--- src/rtl/hdlc_encap_pkg.sv ---
package hdlc_encap_pkg;
  localparam int BYTE_W = 8;
  localparam int ACC_W  = 3 * BYTE_W;          // worst-case fill plus one append
  localparam int CNT_W  = $clog2(ACC_W + 1);
  localparam int APP_W  = 2 * BYTE_W;          // widest single append
  localparam int APP_N_W = $clog2(APP_W + 1);
  localparam logic [BYTE_W-1:0] FLAG_BYTE = 8'h7E;
  localparam logic [BYTE_W-1:0] ESC_BYTE  = 8'h7D;
  localparam logic [BYTE_W-1:0] ESC_XOR   = 8'h20;
  localparam logic [15:0] CRC_POLY_REF = 16'h8408;
  localparam logic [15:0] CRC_INIT     = 16'hFFFF;

  typedef enum logic [1:0] {SRC_CTL, SRC_IN, SRC_FCSLO, SRC_FCSHI} srcSel_e;
  typedef enum logic [1:0] {APP_RAW, APP_PROT, APP_CLOSE} appKind_e;

  typedef struct packed {
    logic              append;
    appKind_e          kind;
    srcSel_e           src;
    logic [BYTE_W-1:0] ctlByte;
    logic              crcUpd;
    logic              frameStart;
    logic              byteMode;
  } strobe_t;
endpackage

--- src/rtl/hdlc_encap_ctrl.sv ---
module hdlc_encap_ctrl
  import hdlc_encap_pkg::*;
#(
  parameter int PKT_HDR_BYTES = 3
) (
  input  logic                          clk,
  input  logic                          rstN,
  input  logic                          byteMode,
  input  logic                          pktHdrEn,
  input  logic [PKT_HDR_BYTES*BYTE_W-1:0] pktHdr,
  input  logic                          addrCtlEn,
  input  logic [BYTE_W-1:0]             hdlcAddr,
  input  logic [BYTE_W-1:0]             hdlcCtrl,
  input  logic                          fcsEn,
  input  logic                          inValid,
  input  logic                          inFirst,
  input  logic                          inLast,
  output logic                          inReady,
  input  logic                          outReady,
  input  logic                          spaceOk,
  input  logic                          oneByteLeft,
  output logic                          outLast,
  output strobe_t                       stb
);
  localparam int IDX_W = (PKT_HDR_BYTES > 1) ? $clog2(PKT_HDR_BYTES) : 1;
  localparam logic [IDX_W-1:0] LAST_IDX = IDX_W'(PKT_HDR_BYTES - 1);

  typedef enum logic [3:0] {
    S_IDLE, S_PHDR, S_OPEN, S_ADDR, S_CTRL, S_BODY, S_FCSL, S_FCSH, S_CLOSE, S_DRAIN
  } state_e;

  state_e state;
  logic [IDX_W-1:0] hdrIdx;
  logic [PKT_HDR_BYTES*BYTE_W-1:0] pktHdrQ;
  logic [BYTE_W-1:0] addrQ, ctrlQ;
  logic hdrOnQ, acOnQ, fcsOnQ, modeQ;

  always_comb begin
    stb = '{append: 1'b0, kind: APP_RAW, src: SRC_CTL, ctlByte: '0,
            crcUpd: 1'b0, frameStart: 1'b0, byteMode: modeQ};
    inReady = 1'b0;
    outLast = (state == S_DRAIN) && oneByteLeft;
    case (state)
      S_IDLE:  inReady = inValid && !inFirst;
      S_PHDR: begin
        stb.append  = spaceOk;
        stb.ctlByte = pktHdrQ[hdrIdx*BYTE_W +: BYTE_W];
      end
      S_OPEN: begin
        stb.append     = spaceOk;
        stb.ctlByte    = FLAG_BYTE;
        stb.frameStart = 1'b1;
      end
      S_ADDR, S_CTRL: begin
        stb.append  = spaceOk;
        stb.kind    = APP_PROT;
        stb.ctlByte = (state == S_ADDR) ? addrQ : ctrlQ;
        stb.crcUpd  = 1'b1;
      end
      S_BODY: begin
        inReady    = spaceOk;
        stb.append = spaceOk && inValid;
        stb.kind   = APP_PROT;
        stb.src    = SRC_IN;
        stb.crcUpd = 1'b1;
      end
      S_FCSL, S_FCSH: begin
        stb.append = spaceOk;
        stb.kind   = APP_PROT;
        stb.src    = (state == S_FCSL) ? SRC_FCSLO : SRC_FCSHI;
      end
      S_CLOSE: begin
        stb.append = spaceOk;
        stb.kind   = APP_CLOSE;
      end
      default: ;
    endcase
  end

  always_ff @(posedge clk) begin
    if (!rstN) begin
      state   <= S_IDLE;
      hdrIdx  <= '0;
      pktHdrQ <= '0;
      addrQ   <= '0;
      ctrlQ   <= '0;
      hdrOnQ  <= 1'b0;
      acOnQ   <= 1'b0;
      fcsOnQ  <= 1'b0;
      modeQ   <= 1'b0;
    end else begin
      case (state)
        S_IDLE: if (inValid && inFirst) begin
          pktHdrQ <= pktHdr;
          addrQ   <= hdlcAddr;
          ctrlQ   <= hdlcCtrl;
          hdrOnQ  <= pktHdrEn;
          acOnQ   <= addrCtlEn;
          fcsOnQ  <= fcsEn;
          modeQ   <= byteMode;
          hdrIdx  <= '0;
          state   <= pktHdrEn ? S_PHDR : S_OPEN;
        end
        S_PHDR: if (spaceOk) begin
          hdrIdx <= hdrIdx + 1'b1;
          if (hdrIdx == LAST_IDX) state <= S_OPEN;
        end
        S_OPEN:  if (spaceOk) state <= acOnQ ? S_ADDR : S_BODY;
        S_ADDR:  if (spaceOk) state <= S_CTRL;
        S_CTRL:  if (spaceOk) state <= S_BODY;
        S_BODY:  if (spaceOk && inValid && inLast) state <= fcsOnQ ? S_FCSL : S_CLOSE;
        S_FCSL:  if (spaceOk) state <= S_FCSH;
        S_FCSH:  if (spaceOk) state <= S_CLOSE;
        S_CLOSE: if (spaceOk) state <= S_DRAIN;
        S_DRAIN: if (oneByteLeft && outReady) state <= S_IDLE;
        default: state <= S_IDLE;
      endcase
    end
  end

  logic unusedHdrOn;
  assign unusedHdrOn = hdrOnQ;
endmodule

--- src/rtl/hdlc_encap_dp.sv ---
module hdlc_encap_dp
  import hdlc_encap_pkg::*;
(
  input  logic              clk,
  input  logic              rstN,
  input  strobe_t           stb,
  input  logic [BYTE_W-1:0] inData,
  input  logic              outReady,
  output logic              spaceOk,
  output logic              oneByteLeft,
  output logic              outValid,
  output logic [BYTE_W-1:0] outData,
  output logic [CNT_W-1:0]  fillLevel
);
  logic [ACC_W-1:0] acc;
  logic [CNT_W-1:0] cnt;
  logic [2:0]       onesRun;
  logic [15:0]      crcQ;

  function automatic logic [15:0] crcStep(input logic [15:0] c, input logic [BYTE_W-1:0] b);
    logic [15:0] r;
    r = c;
    for (int i = 0; i < BYTE_W; i++) begin
      if (r[0] ^ b[i]) r = (r >> 1) ^ CRC_POLY_REF;
      else             r = r >> 1;
    end
    return r;
  endfunction

  // returns {onesOut, bitCount, bits}
  function automatic logic [3+APP_N_W+APP_W-1:0] stuffByte(input logic [BYTE_W-1:0] b,
                                                         input logic [2:0] onesIn);
    logic [APP_W-1:0]   v;
    logic [APP_N_W-1:0] n;
    logic [2:0]         ones;
    v = '0;
    n = '0;
    ones = onesIn;
    for (int i = 0; i < BYTE_W; i++) begin
      v[n[3:0]] = b[i];
      n = n + 1'b1;
      if (b[i]) begin
        if (ones == 3'd4) begin
          v[n[3:0]] = 1'b0;
          n = n + 1'b1;
          ones = '0;
        end else begin
          ones = ones + 1'b1;
        end
      end else begin
        ones = '0;
      end
    end
    return {ones, n, v};
  endfunction

  logic                 pop;
  logic [BYTE_W-1:0]    selByte;
  logic [15:0]          fcs;
  logic [APP_W-1:0]     appBits;
  logic [APP_N_W-1:0]   appN;
  logic [2:0]           onesNext;
  logic [2:0]           padLen;
  logic [CNT_W-1:0]     base;
  logic [ACC_W-1:0]     accAdd;
  logic [3+APP_N_W+APP_W-1:0] stuffed;

  assign outValid    = cnt >= CNT_W'(BYTE_W);
  assign oneByteLeft = cnt == CNT_W'(BYTE_W);
  assign outData     = acc[BYTE_W-1:0];
  assign fillLevel   = cnt;
  assign pop         = outValid && outReady;
  assign spaceOk     = (cnt < CNT_W'(BYTE_W)) || ((cnt < CNT_W'(2*BYTE_W)) && outReady);
  assign fcs         = ~crcQ;
  assign base        = pop ? cnt - CNT_W'(BYTE_W) : cnt;
  assign padLen      = 3'(4'd8 - {1'b0, cnt[2:0]});
  assign stuffed     = stuffByte(selByte, onesRun);

  always_comb begin
    case (stb.src)
      SRC_IN:    selByte = inData;
      SRC_FCSLO: selByte = fcs[7:0];
      SRC_FCSHI: selByte = fcs[15:8];
      default:   selByte = stb.ctlByte;
    endcase
  end

  always_comb begin
    appBits  = {{(APP_W-BYTE_W){1'b0}}, selByte};
    appN     = APP_N_W'(BYTE_W);
    onesNext = onesRun;
    case (stb.kind)
      APP_PROT: begin
        if (stb.byteMode) begin
          if (selByte == FLAG_BYTE || selByte == ESC_BYTE) begin
            appBits = {selByte ^ ESC_XOR, ESC_BYTE};
            appN    = APP_N_W'(2*BYTE_W);
          end
        end else begin
          {onesNext, appN, appBits} = stuffed;
        end
      end
      APP_CLOSE: begin
        appBits = {FLAG_BYTE & ((8'd1 << padLen) - 8'd1), FLAG_BYTE};
        appN    = APP_N_W'(BYTE_W) + APP_N_W'(padLen);
      end
      default: ;
    endcase
    accAdd = ACC_W'(appBits) << base;
  end

  always_ff @(posedge clk) begin
    if (!rstN) begin
      acc     <= '0;
      cnt     <= '0;
      onesRun <= '0;
      crcQ    <= CRC_INIT;
    end else begin
      acc <= (pop ? (acc >> BYTE_W) : acc) | (stb.append ? accAdd : '0);
      cnt <= base + (stb.append ? CNT_W'(appN) : '0);
      if (stb.append && stb.frameStart) begin
        onesRun <= '0;
        crcQ    <= CRC_INIT;
      end else if (stb.append) begin
        if (stb.kind == APP_PROT && !stb.byteMode) onesRun <= onesNext;
        if (stb.crcUpd) crcQ <= crcStep(crcQ, selByte);
      end
    end
  end
endmodule

--- src/rtl/hdlc_encap.sv ---
module hdlc_encap
  import hdlc_encap_pkg::*;
#(
  parameter int PKT_HDR_BYTES = 3
) (
  input  logic                            clk,
  input  logic                            rstN,
  input  logic                            byteMode,
  input  logic                            pktHdrEn,
  input  logic [PKT_HDR_BYTES*BYTE_W-1:0] pktHdr,
  input  logic                            addrCtlEn,
  input  logic [BYTE_W-1:0]               hdlcAddr,
  input  logic [BYTE_W-1:0]               hdlcCtrl,
  input  logic                            fcsEn,
  input  logic                            inValid,
  output logic                            inReady,
  input  logic [BYTE_W-1:0]               inData,
  input  logic                            inFirst,
  input  logic                            inLast,
  output logic                            outValid,
  input  logic                            outReady,
  output logic [BYTE_W-1:0]               outData,
  output logic                            outLast
);
  strobe_t          stb;
  logic             spaceOk;
  logic             oneByteLeft;
  logic [CNT_W-1:0] fillLevel;

  hdlc_encap_ctrl #(.PKT_HDR_BYTES(PKT_HDR_BYTES)) u_ctrl (
    .clk(clk), .rstN(rstN), .byteMode(byteMode), .pktHdrEn(pktHdrEn), .pktHdr(pktHdr),
    .addrCtlEn(addrCtlEn), .hdlcAddr(hdlcAddr), .hdlcCtrl(hdlcCtrl), .fcsEn(fcsEn),
    .inValid(inValid), .inFirst(inFirst), .inLast(inLast), .inReady(inReady),
    .outReady(outReady), .spaceOk(spaceOk), .oneByteLeft(oneByteLeft),
    .outLast(outLast), .stb(stb)
  );

  hdlc_encap_dp u_dp (
    .clk(clk), .rstN(rstN), .stb(stb), .inData(inData), .outReady(outReady),
    .spaceOk(spaceOk), .oneByteLeft(oneByteLeft), .outValid(outValid),
    .outData(outData), .fillLevel(fillLevel)
  );
endmodule

--- config.mk ---
export PLATFORM = sky130hd
export DESIGN_NAME = hdlc_encap
export DESIGN_NICKNAME = d
export VERILOG_FILES = /design/src/rtl/hdlc_encap_pkg.sv /design/src/rtl/hdlc_encap_ctrl.sv /design/src/rtl/hdlc_encap_dp.sv /design/src/rtl/hdlc_encap.sv
export SDC_FILE = /design/constraint.sdc
export NUM_CORES = 1
export LEC_CHECK = 0
export BUFFER_PORTS_ARGS = -buffer_cell sky130_fd_sc_hd__clkbuf_2
export CAP_MARGIN = 20
export CORE_MARGIN = 5
export CORE_UTILIZATION = 30
export CTS_BUF_LIST = sky130_fd_sc_hd__clkbuf_4
export DETAILED_ROUTE_END_ITERATION = 16
export PLACE_DENSITY = 0.52
export SYNTH_ARGS = -nofsm -noshare
export SYNTH_HDL_FRONTEND = slang
export SYNTH_SLANG_ARGS = --single-unit
--- constraint.sdc ---
create_clock -name clk -period 23.1 [get_ports clk]
set_clock_uncertainty 0.1 [all_clocks]
set_input_delay 5.775 -clock clk [delete_from_list [all_inputs] [get_ports clk]]
set_output_delay 5.775 -clock clk [all_outputs]
set_load 0.02 [all_outputs]
Word-level counts from Yosys, hierarchy flattened
Index checks and enable logic that the tools add are counted.
- register bits: 97
- bits in latches: 0
- memory bits (writable): 0
- ROM bits: 0
- input bits: 58
- output and inout bits: 11
- logic and storage cells: 342
- memories kept: 0
- add/sub/neg operators: 28
- multipliers: 0
- divide/modulo/power cells: 0
- magnitude comparators: 31
- equality and inequality tests: 37
- shifts and indexed selects: 3
- multiplexer cells: 155
- bitwise logic cells: 35
- reduce and logical (&&, ||, !) cells: 41
- operator list (operator ; count):
    two-way mux 16 bit ; 52
    inverter 16 bit ; 8
    bitwise AND 16 bit ; 7
    bitwise mux 16 bit ; 7
    two-way mux 5 bit ; 18
    adder 5 x 1 -> 5 bit, second input constant ; 13
    less-than comparator 4 x 5 -> 1 bit, second input constant ; 13
    demux 1 bit (select 4 bit) ; 14
    >= comparator 4 x 1 -> 1 bit, second input constant ; 13
    two-way mux 3 bit ; 17
    two-way mux 24 bit ; 2
    two-way mux 4 bit ; 12
    one-hot mux 8 bit (3 select lines) ; 2
    one-hot mux 4 bit (10 select lines) ; 1
    one-hot mux 16 bit (2 select lines) ; 1
    adder 3 x 1 -> 3 bit, second input constant ; 8
    == test 3 bit, second input constant ; 8
    logical AND 1 bit ; 24
    inverter 2 -> 3 bit ; 8
    bitwise OR 24 bit ; 1
    indexed part select 24 x 6 -> 8 bit ; 1
    << shifter 16 x 5 -> 24 bit ; 1
    != test 2 x 1 -> 1 bit, second input constant ; 10
    two-way mux 1 bit ; 17
    41 further kinds ; 72

Longest topological paths before layout
Gate-level depths: netlist (run 1).
- depth in word-level cells: 49
- gate-level depth with buffers: 53
- gate-level depth less buffers: 45

Modules after synthesis
From an unflattened synthesis (run 1), not the netlist that was laid out.
- cells, all modules: 1621
- area total of the unflattened synthesis: 11656.2 um^2
- modules (own cells, without submodules) (module ; instances ; cells an instance ; area each (um^2) ; sequential area each (um^2)):
    hdlc_encap_dp ; 1 ; 1292 ; 9187.6 ; 960.9
    hdlc_encap_ctrl ; 1 ; 329 ; 2468.6 ; 980.9

Worst setup path before layout (run 1)
OpenSTA, ideal clock, no wires.
- path kind: input to register
- from: input inData[0]
- to: register u_dp.acc[8]
- setup time: 0.115 ns
- data arrival time: 14.531 ns
- required time: 22.885 ns
- setup slack: 8.355 ns
- stages on the path: 45
- buffers on the path: 5
- cells stage by stage: a31oi_1 > o21a_1 > nand2_1 > nand3_1 > inv_1 > ha_1 > nor2_1 > nand3_1 > a21oi_1 > o21a_1 > buf_2 > a211oi_1 > inv_1 > ha_1 > inv_1 > nor3_1 > nand3_1 > or3_1 > [... 9 more ...] > inv_1 > clkbuf_1 > ha_1 > nor2_1 > a31o_2 > inv_2 > buf_2 > ha_1 > and2_1 > or3_1 > buf_4 > a2111oi_0 > or2_2 > nor2_1 > a211oi_1 > a211oi_1 > o211a_1 > o21a_1
- word-level cells in the longest chain between the ends: 40
- elaborated cells between the ends (all ways): 167
- those cells by class: add/sub (19); order compare (28); eq/ne (9); shift (1); mux (80); bitwise (15); reduce/logical (15)
- RTL lines (element ; line ; text):
    start, declared ; hdlc_encap.sv:17 ; input logic [BYTE_W-1:0] inData,
    one-hot mux 8 bit (3 select lines) * ; hdlc_encap_dp.sv:80 ; case (stb.src)
    two-way mux 2 bit ; hdlc_encap_dp.sv:42 ; if (b[i]) begin
    adder 2 x 1 -> 3 bit ; hdlc_encap_dp.sv:41 ; n = n + 1'b1;
    adder 5 x 1 -> 5 bit (tied with other cells) ; hdlc_encap_dp.sv:45 ; n = n + 1'b1;
    two-way mux 5 bit / logical AND 1 bit (equally long branches) ; hdlc_encap_dp.sv:43, hdlc_encap_dp.sv:44 ;
    two-way mux 5 bit / two-way mux 1 bit (equally long branches) ; hdlc_encap_dp.sv:42, hdlc_encap_dp.sv:44 ;
    adder 5 x 1 -> 5 bit / demux 1 bit (select 4 bit) (equally long branches) ; n/a ;
    adder 5 x 1 -> 5 bit (tied with other cells) ; hdlc_encap_dp.sv:45 ;
    [... 24 more ...] ; n/a ;
    bitwise AND 16 bit (no source line) ; n/a ;
    two-way mux 16 bit ; hdlc_encap_dp.sv:43 ; if (ones == 3'd4) begin
    two-way mux 16 bit ; hdlc_encap_dp.sv:42 ;
    two-way mux 16 bit ; hdlc_encap_dp.sv:94 ; if (stb.byteMode) begin
    one-hot mux 16 bit (2 select lines) * ; hdlc_encap_dp.sv:92 ; case (stb.kind)
    << shifter 16 x 5 -> 24 bit * ; hdlc_encap_dp.sv:109 ; accAdd = ACC_W'(appBits) << base;
    two-way mux 24 bit * ; hdlc_encap_dp.sv:119 ; acc <= (pop ? (acc >> BYTE_W) : acc) | (stb.append ? accAdd : '0);
    bitwise OR 24 bit * ; hdlc_encap_dp.sv:119 ;
    end signal, assigned ; hdlc_encap_dp.sv:119 ;
    end, declared ; hdlc_encap_dp.sv:15 ; logic [ACC_W-1:0] acc;
Every way passes the cells marked *; elsewhere a longest branch is shown, timed or not.
A chain may end at the register's enable or synchronous reset.

Final worst setup path (run 1)
Ends and elaborated chain as after synthesis.

==> run summary, run 1 <==
Die X - 207 um
FFs w/ async S/R, synth - 0%
Reg-to-Reg Start - u_ctrl.hdrIdx[1]
Worst slew pin tran - 1.03 ns
CTS root buffer - clkbuf_4
Total CTS buffers - 9
Post-CTS Setup Inserts - 0
Clock sink total - 97
Slew HR - 31.5%
CTS tree - yes
Starting Density - 30.2%
Fraction of layout cells with a size suffix above 1 - 11.2%
Mean post-synth cell area - 7.03 um^2
Post-placement cell count - 2151
Fin Hold WS - 0.365 ns
DRC - 0
Crit path from - inData[0]
Buf/Inv on CP - 7
RSZ-0062 raised after global routing - false
Commonest cells after routing, fill and taps aside - nand2_1 (265), a21oi_1 (130), nor2_1 (116)
Row cnt - 72
Final worst path period need - 16.54 ns
Netlist Area Pre-Place - 0.0116 mm^2
Clock Pin Slew Worst Setup and Hold Paths - 0.17 ns
Worst path required time - 23.42 ns
First-pass GRT wire length - 67800 um
HP Class - flop to flop
# port buffers - 68
Setup Viol. Count Final - 0
Worst Path Max Fanout - 18
TritonRoute pass-1 iters - 5
Setup_tns - 0 ns
Global route overflow - 0
Antenna viol nets, final - 0
Core ar. - 0.0385 mm^2
Clk Latency, worst-skew pair - 0.52 ns
Iter 0 DRT Violations - 1346
Cts repair resizes - 0
Htree depth - 3
Max Cap Violations - 0
DR vias/cell - 5.92
Layout Cells excl Fill - 2170
Largest area contributor in the netlist - dfxtp_1
All-Layer GR Usage - 19.6%
Post-synth EDFFs - 0
Initial antenna violation count - 1
Vias in the first global route - 11990
Pwr Density - 69.8 mW/mm^2
Synth Flop Type - dfxtp_1
Max VDD drop - 0.0776 mV
Crit. End Element - flop
Yosys warning count - 0
Ports - 69
Drt total wl - 43100 um
Vias after detailed routing - 12838
Area grow syn2layout - 7.15%
Final hold viol count - 0
Die ar. - 0.0427 mm^2
Die span in y - 207 um
Worst Path Arrival - 16.86 ns
Slowest-stage cell, CP - a221oi_2
Top cell type's share of synthesized area - 16.7%
Critical path's largest stage delay - 0.78 ns
Crit-path most repeated cell - ha_1
Status - complete, no violations
Crit start category - primary input
Util after Layout - 32.3%
Final GP Congestion - 0.954
Detailed Place HPWL - 33100 um
LEAKAGE - 4.54 nW
F_max - 60.5 MHz
Hold Buf Count CTS - 0
Crit path kind - primary input to flop
Period utilisation layout - 71.6%
Final Slew Violations - 0
Hold_sp - u_ctrl.pktHdrQ[3]
Largest net degree at the start of global routing - 49
Cells after synthesis - 1652
FF+latch count, synth - 97
Critical path's top delay family - compound AO/OA/AOI/OAI gates
Commonest non-fill, non-tap cell in the layout - nand2_1
Post-layout nets - 1764
Yosys cell types - 107
Clk buf depth - 2
Register area share after synthesis - 16.7%
Routed len/inst - 19.8 um
Synth top area cells - dfxtp_1 (17%), nand2_1 (8.6%), ha_1 (6.5%), a21oi_1 (5.6%), mux2i_1 (4.1%)
## report_power, final
group	switching, mW	internal, mW	total [mW]
logic	0.386	0.185	0.571
clock network	0.0675	0.0248	0.0923
registers	0.0154	0.190	0.205
total	0.469	0.400	0.868
## cells by family after synthesis
kind of cell | count (synthesis) | synth area share (%)
flip-flops | 97 | 16.7
XOR/XNOR | 60 | 5.13
adder cells (fa/ha/maj) | 61 | 6.64
AO/OA/AOI/OAI | 523 | 31.6
other | 2 | 0.0647
AND/OR/NAND/NOR | 658 | 26.6
multiplexers | 67 | 6.31
buffers and inverters | 184 | 6.87
## final timing paths
path	to	slack, ns	cells past startpoint
setup reg to reg	u_dp.acc[8]	10.39	43
hold / removal	u_ctrl.pktHdrQ[3]	0.36	2
hold reg to reg	u_ctrl.pktHdrQ[3]	0.36	2
setup / recovery	u_dp.acc[8]	6.56	43
## Yosys cell counts (19+ instances only)
master,instances
nand4_1,27
and2_1,19
nor3_1,54
a31oi_1,40
inv_1,56
ha_1,60
nor2_1,116
nand2_1,265
xnor2_1,36
buf_2,21
clkbuf_1,78
o21ai_0,63
a211oi_1,28
mux2i_1,48
o211ai_1,35
dfxtp_1,97
a21oi_1,130
nand3_1,69
## through the flow
stage	total power [mW]	area, um^2	setup slack (ns)
2_1_floorplan	0.610	11600	8.35
3_3_place_gp	0.771	12300	6.58
3_5_place_dp	0.771	12300	6.38
4_1_cts	0.865	12400	6.90
5_1_grt	0.933	12400	5.75
6_report	0.868	12400	6.56
## metal layers
metal | part of all wire, % | track usage, %
met2 | 44 | 30.7
met4 | 3.2 | 7.13
met3 | 6.5 | 2.56
met5 | 0 | 0
met1 | 46 | 27.6
## worst register-to-register path: cells and delay by family, from the launching register on
kind,cells,cell delay [ns]
flip-flops,1,0.84
AND/OR/NAND/NOR,13,2.61
adder cells (fa/ha/maj),6,1.83
AO/OA/AOI/OAI,16,5.98
multiplexers,2,0.54
buffers and inverters,6,0.72
## sequential cells by signal, indices dropped and copies added (netlist names), 3 cells and up
| name | cells |
|---|---|
| u_dp.crcQ | 16 |
| u_ctrl.ctrlQ | 8 |
| u_dp.acc | 24 |
| u_dp.onesRun | 3 |
| u_dp.fillLevel | 5 |
| u_ctrl.addrQ | 8 |
| u_ctrl.pktHdrQ | 24 |
| u_ctrl.state | 4 |
## area by class of cell
| class | count | area, um^2 |
|---|---|---|
| Tap cell | 518 | 648 |
| Antenna cell | 2 | 5.00 |
| Fill cell | 4271 | 26000 |
| Multi-Input combinational cell | 1377 | 8910 |
| Clock buffer | 10 | 75.1 |
| Inverter | 61 | 230 |
| Timing Repair Buffer | 99 | 581 |
| Clock inverter | 6 | 51.3 |
| Sequential cell | 97 | 1940 |
(Power assumes the default switching activity.)
==> run 2, diff against run 1 <==
==> constraint.sdc (replaced) <==
create_clock -name clk -period 15.6 [get_ports clk]
set_clock_uncertainty 0.1 [all_clocks]
set_input_delay 3.9 -clock clk [delete_from_list [all_inputs] [get_ports clk]]
set_output_delay 3.9 -clock clk [all_outputs]
set_load 0.02 [all_outputs]
==> run 2 against run 1 <==
  * Non-clock buffer count is 2 lower
  * Die area stayed put
  * Global-route usage is 0.21 points higher
  * Critical path type unchanged
==> run summary, run 2 (synthesis results as in run 1) <==
Status - complete, no violations
First-pass GRT wire length - 68500 um
Starting Density - 30.2%
Commonest non-fill, non-tap cell in the layout - nand2_1
Detailed Place HPWL - 33300 um
All-Layer GR Usage - 19.8%
Post-layout nets - 1762
Met1 Usage GRT - 28.4%
CTS root buffer - clkbuf_4
Max Cap Violations - 0
Final worst path period need - 14.27 ns
Final GP Congestion - 0.935
Crit. End Element - flop
Ports - 69
Die span in y - 207 um
DRC - 0
Core ar. - 0.0385 mm^2
Crit path kind - primary input to flop
Hold_sp - u_ctrl.pktHdrQ[22]
GR peak layer - met2
Crit-path most repeated cell - ha_1
# port buffers - 68
Cells on worst reg2reg path - 42
HP Class - flop to flop
Buf/Inv on CP - 8
Worst slew pin tran - 1.09 ns
Total CTS buffers - 9
R2R Path End - u_dp.acc[13]
Final Slew Violations - 0
Largest net degree at the start of global routing - 69
Vias after detailed routing - 12654
Slew HR - 26.6%
Clock Pin Slew Worst Setup and Hold Paths - 0.18 ns
Die X - 207 um
Clock sink total - 97
Global route overflow - 0
Drt total wl - 43600 um
Setup Viol. Count Final - 0
Area grow syn2layout - 7.13%
Final hold viol count - 0
Initial antenna violation count - 1
Routed len/inst - 20.1 um
Largest registers - u_ctrl.pktHdrQ x24, u_dp.acc x24, u_dp.crcQ x16
RSZ-0062 raised after global routing - false
R2R Setup Slk - 3.25 ns
Iter 0 DRT Violations - 1309
WHS Endpoint - u_ctrl.pktHdrQ[22]
Crit start category - primary input
Pwr Density - 104 mW/mm^2
Post-CTS Setup Inserts - 0
M2 GR Usage - 32.0%
Max VDD drop - 0.108 mV
Htree depth - 3
Fillers - 4322
Reg-to-Reg Start - u_ctrl.hdrIdx[1]
Critical path's largest stage delay - 0.58 ns
Commonest cells after routing, fill and taps aside - nand2_1 (265), a21oi_1 (130), nor2_1 (116)
Critical path's top delay family - compound AO/OA/AOI/OAI gates
Row cnt - 72
Clk Latency, worst-skew pair - 0.49 ns
Period utilisation layout - 91.5%
Vias in the first global route - 11973
Hold Buf Count CTS - 0
F_max - 70.1 MHz
Met3 usage - 2.14%
Util after Layout - 32.3%
Worst Path Arrival - 14.62 ns
LEAKAGE - 4.54 nW
Worst Path Max Fanout - 18
Antenna viol nets, final - 0
Cts repair resizes - 0
Clk buf depth - 2
CTS tree - yes
Setup_tns - 0 ns
Die ar. - 0.0427 mm^2
Fraction of layout cells with a size suffix above 1 - 11.2%
WHS Path Cells - 2
Slowest-stage cell, CP - o21ai_1
TritonRoute pass-1 iters - 5
DR vias/cell - 5.84
Worst path required time - 15.95 ns
-- run 2: cell count changes in the layout (fill, tap and decap cells not counted), moves of 2 or more --
cell	before	now
clkinv_4	2	0
buf_4	30	28
inv_6	0	3
clkinv_8	0	2
-- run 2: through the flow --
stage                     std cells  cell area, um^2  total power, mW  hold WS [ns]  setup slack (ns)
after detailed placement       2149            12300             1.14         0.347              1.06
after CTS                      2165            12400             1.29         0.368              1.58
after global placement         2148            12300             1.14         0.342              1.47
after floorplan                1658            11600            0.903         0.331              2.73
after global routing           2167            12400             1.39         0.384             0.381
final                          2167            12400             1.30         0.365              1.33
-- run 2: area by class of cell --
type	count	area (um^2)	share of cell area, %
Sequential cell	97	1940	15.6
Multi-Input combinational cell	1377	8910	71.6
Inverter	61	230	1.85
Timing Repair Buffer	97	566	4.55
Tap cell	518	648	5.21
Antenna cell	1	2.50	0.0201
Clock buffer	9	67.6	0.543
Clock inverter	7	75.1	0.604
-- run 2: report_power, final --
part | total (mW) | switching, mW | internal, mW
sequential | 0.303 | 0.0222 | 0.281
clock | 0.142 | 0.104 | 0.0381
combinational | 0.851 | 0.581 | 0.271
total | 1.30 | 0.707 | 0.590
-- run 2: worst max path at each step --
stage	start	endpoint	slack [ns]	depth (start not counted)
after CTS	inData[0]	u_dp.acc[13]	1.58	42
after global routing	inData[0]	u_dp.acc[13]	0.38	42
after global placement	inData[0]	u_dp.acc[13]	1.47	42
after detailed placement	inData[0]	u_dp.acc[13]	1.06	42
final	inData[0]	u_dp.acc[13]	1.33	42
after floorplan	inData[0]	u_dp.acc[8]	2.73	45
-- run 2: worst reg2reg max path: cells and delay by family, from the launching register on --
| family | cells | cell delay (ns) |
|---|---|---|
| adders and majority gates | 5 | 1.40 |
| and+or+nand+nor | 12 | 2.56 |
| DFF | 1 | 0.85 |
| AOI/OAI and AO/OA | 16 | 5.47 |
| buffers and inverters | 7 | 1.16 |
| muxes | 2 | 0.78 |
-- run 2: layer usage --
metal / vias up / part of all wire (%) / routed length, um
li1: 6106 / - / -
met1: 6091 / 47 / 20500
met2: 403 / 46 / 20100
met3: 54 / 5.2 / 2270
met4: 0 / 1.8 / 794
met5: - / 0 / 0
==> run 3, diff against run 2 <==
--- a/config.mk
+++ b/config.mk
@@ -5,13 +5,14 @@
 export SDC_FILE = /design/constraint.sdc
 export NUM_CORES = 1
 export LEC_CHECK = 0
-export BUFFER_PORTS_ARGS = -buffer_cell sky130_fd_sc_hd__clkbuf_2
 export CAP_MARGIN = 20
 export CORE_MARGIN = 5
 export CORE_UTILIZATION = 30
 export CTS_BUF_LIST = sky130_fd_sc_hd__clkbuf_4
 export DETAILED_ROUTE_END_ITERATION = 16
-export PLACE_DENSITY = 0.52
+export DONT_BUFFER_PORTS = 1
+export PLACE_DENSITY = 0.51
+export SLEW_MARGIN = 20
 export SYNTH_ARGS = -nofsm -noshare
 export SYNTH_HDL_FRONTEND = slang
 export SYNTH_SLANG_ARGS = --single-unit
==> run 3 against run 2 <==
  * Register-to-register slack worse by 0.03 ns
  * Hold slack about the same
  * Clock power about the same
  * Critical path type unchanged
  * Largest power group unchanged
==> run summary, run 3 (synthesis results as in run 1) <==
Status - complete, no violations
Slew HR - 26.1%
Final GP Congestion - 0.901
Total CTS buffers - 9
Hold Buf Count CTS - 0
Post-CTS Setup Inserts - 0
F_max - 70.1 MHz
LEAKAGE - 4.26 nW
Die span in y - 207 um
Die ar. - 0.0427 mm^2
GR peak layer - met2
Met3 usage - 1.87%
First-pass GRT wire length - 68800 um
Ports - 69
Crit-path most repeated cell - ha_1
Period utilisation layout - 91.4%
Commonest non-fill, non-tap cell in the layout - nand2_1
Crit path kind - primary input to flop
CTS tree - yes
HP Class - flop to flop
Clock Pin Slew Worst Setup and Hold Paths - 0.16 ns
Drt total wl - 43400 um
Crit start category - primary input
Fraction of layout cells with a size suffix above 1 - 7.40%
RSZ-0062 raised after global routing - false
Worst slew pin tran - 1.10 ns
Vias after detailed routing - 12461
Hold_sp - u_ctrl.pktHdrQ[9]
Htree depth - 3
Antenna viol nets, final - 0
Clk buf depth - 2
Clk Latency, worst-skew pair - 0.49 ns
All-Layer GR Usage - 20.0%
Core ar. - 0.0385 mm^2
TritonRoute pass-1 iters - 6
Max VDD drop - 0.148 mV
Cts repair resizes - 0
Final worst path period need - 14.26 ns
Crit. End Element - flop
Met1 Usage GRT - 28.4%
Pwr Density - 105 mW/mm^2
Final Total Pwr - 1.27 mW
CTS root buffer - clkbuf_4
Iter 0 DRT Violations - 1273
# port buffers - 0
Critical path's largest stage delay - 0.58 ns
Setup Viol. Count Final - 0
M2 GR Usage - 32.7%
DR vias/cell - 5.93
Vias in the first global route - 11847
Detailed Place HPWL - 33500 um
Starting Density - 30.2%
Slowest-stage cell, CP - mux2i_1
Util after Layout - 31.5%
Worst Path Max Fanout - 18
Routed len/inst - 20.7 um
Commonest cells after routing, fill and taps aside - nand2_1 (265), a21oi_1 (130), nor2_1 (116)
Die X - 207 um
Largest registers - u_ctrl.pktHdrQ x24, u_dp.acc x24, u_dp.crcQ x16
Final Slew Violations - 0
Post-layout nets - 1695
Reg-to-Reg Start - u_ctrl.hdrIdx[1]
Max Cap Violations - 0
Initial antenna violation count - 1
Crit path from - inData[0]
Final hold viol count - 0
DRC - 0
Largest net degree at the start of global routing - 69
Setup_tns - 0 ns
Clock sink total - 97
Worst Path Arrival - 14.51 ns
Worst path required time - 15.85 ns
Area grow syn2layout - 4.26%
Global route overflow - 0
Row cnt - 72
==> run 3: path summary, 6_finish.rpt <==
kind / end / cells after the start / slack, ns
worst max-delay path: u_dp.acc[15] / 41 / 1.34
worst max register to register: u_dp.acc[15] / 42 / 3.22
worst min register to register: u_ctrl.pktHdrQ[9] / 2 / 0.36
worst min-delay path: u_ctrl.pktHdrQ[9] / 2 / 0.36
==> run 3: layout make-up <==
cell class / instances / area [um^2]
fill: 4261 / 26400
multi-input combinational: 1377 / 8910
sequential: 97 / 1940
tap: 518 / 648
inverter: 61 / 230
timing repair buffer: 30 / 229
clock buffer: 11 / 82.6
clock inverter: 5 / 62.6
antenna: 1 / 2.50
==> run 3: through the flow <==
step	hold slack [ns]	cells	setup WS, ns	area (um^2)
global placement	0.343	2082	1.45	11900
global route	0.384	2100	0.418	12100
finish	0.365	2100	1.34	12100
floorplan	0.331	1658	2.73	11600
detailed placement	0.346	2082	1.17	11900
CTS	0.367	2098	1.68	12100
==> run 3: routing by layer <==
metal	vias to the layer above	share of wire [%]	wire length [um]
li1	5967	-	-
met1	6010	47	20200
met2	437	46	20100
met3	47	5.1	2220
met4	0	1.9	823
met5	-	0	0
==> run 3: worst max-delay path, delay by kind of cell <==
family	cells	cell delay (ns)
AOI/OAI and AO/OA	16	4.43
and+or+nand+nor	12	3.12
adders and majority gates	5	1.35
buffers and inverters	7	1.11
muxes	1	0.58
==> run 3: power breakdown <==
part	total [mW]	internal (mW)	switching, mW	leakage (nW)
clock	0.144	0.0539	0.0903	0.0794
sequential	0.309	0.281	0.0284	0.789
combinational	0.819	0.263	0.557	3.39
total	1.27	0.597	0.676	4.26
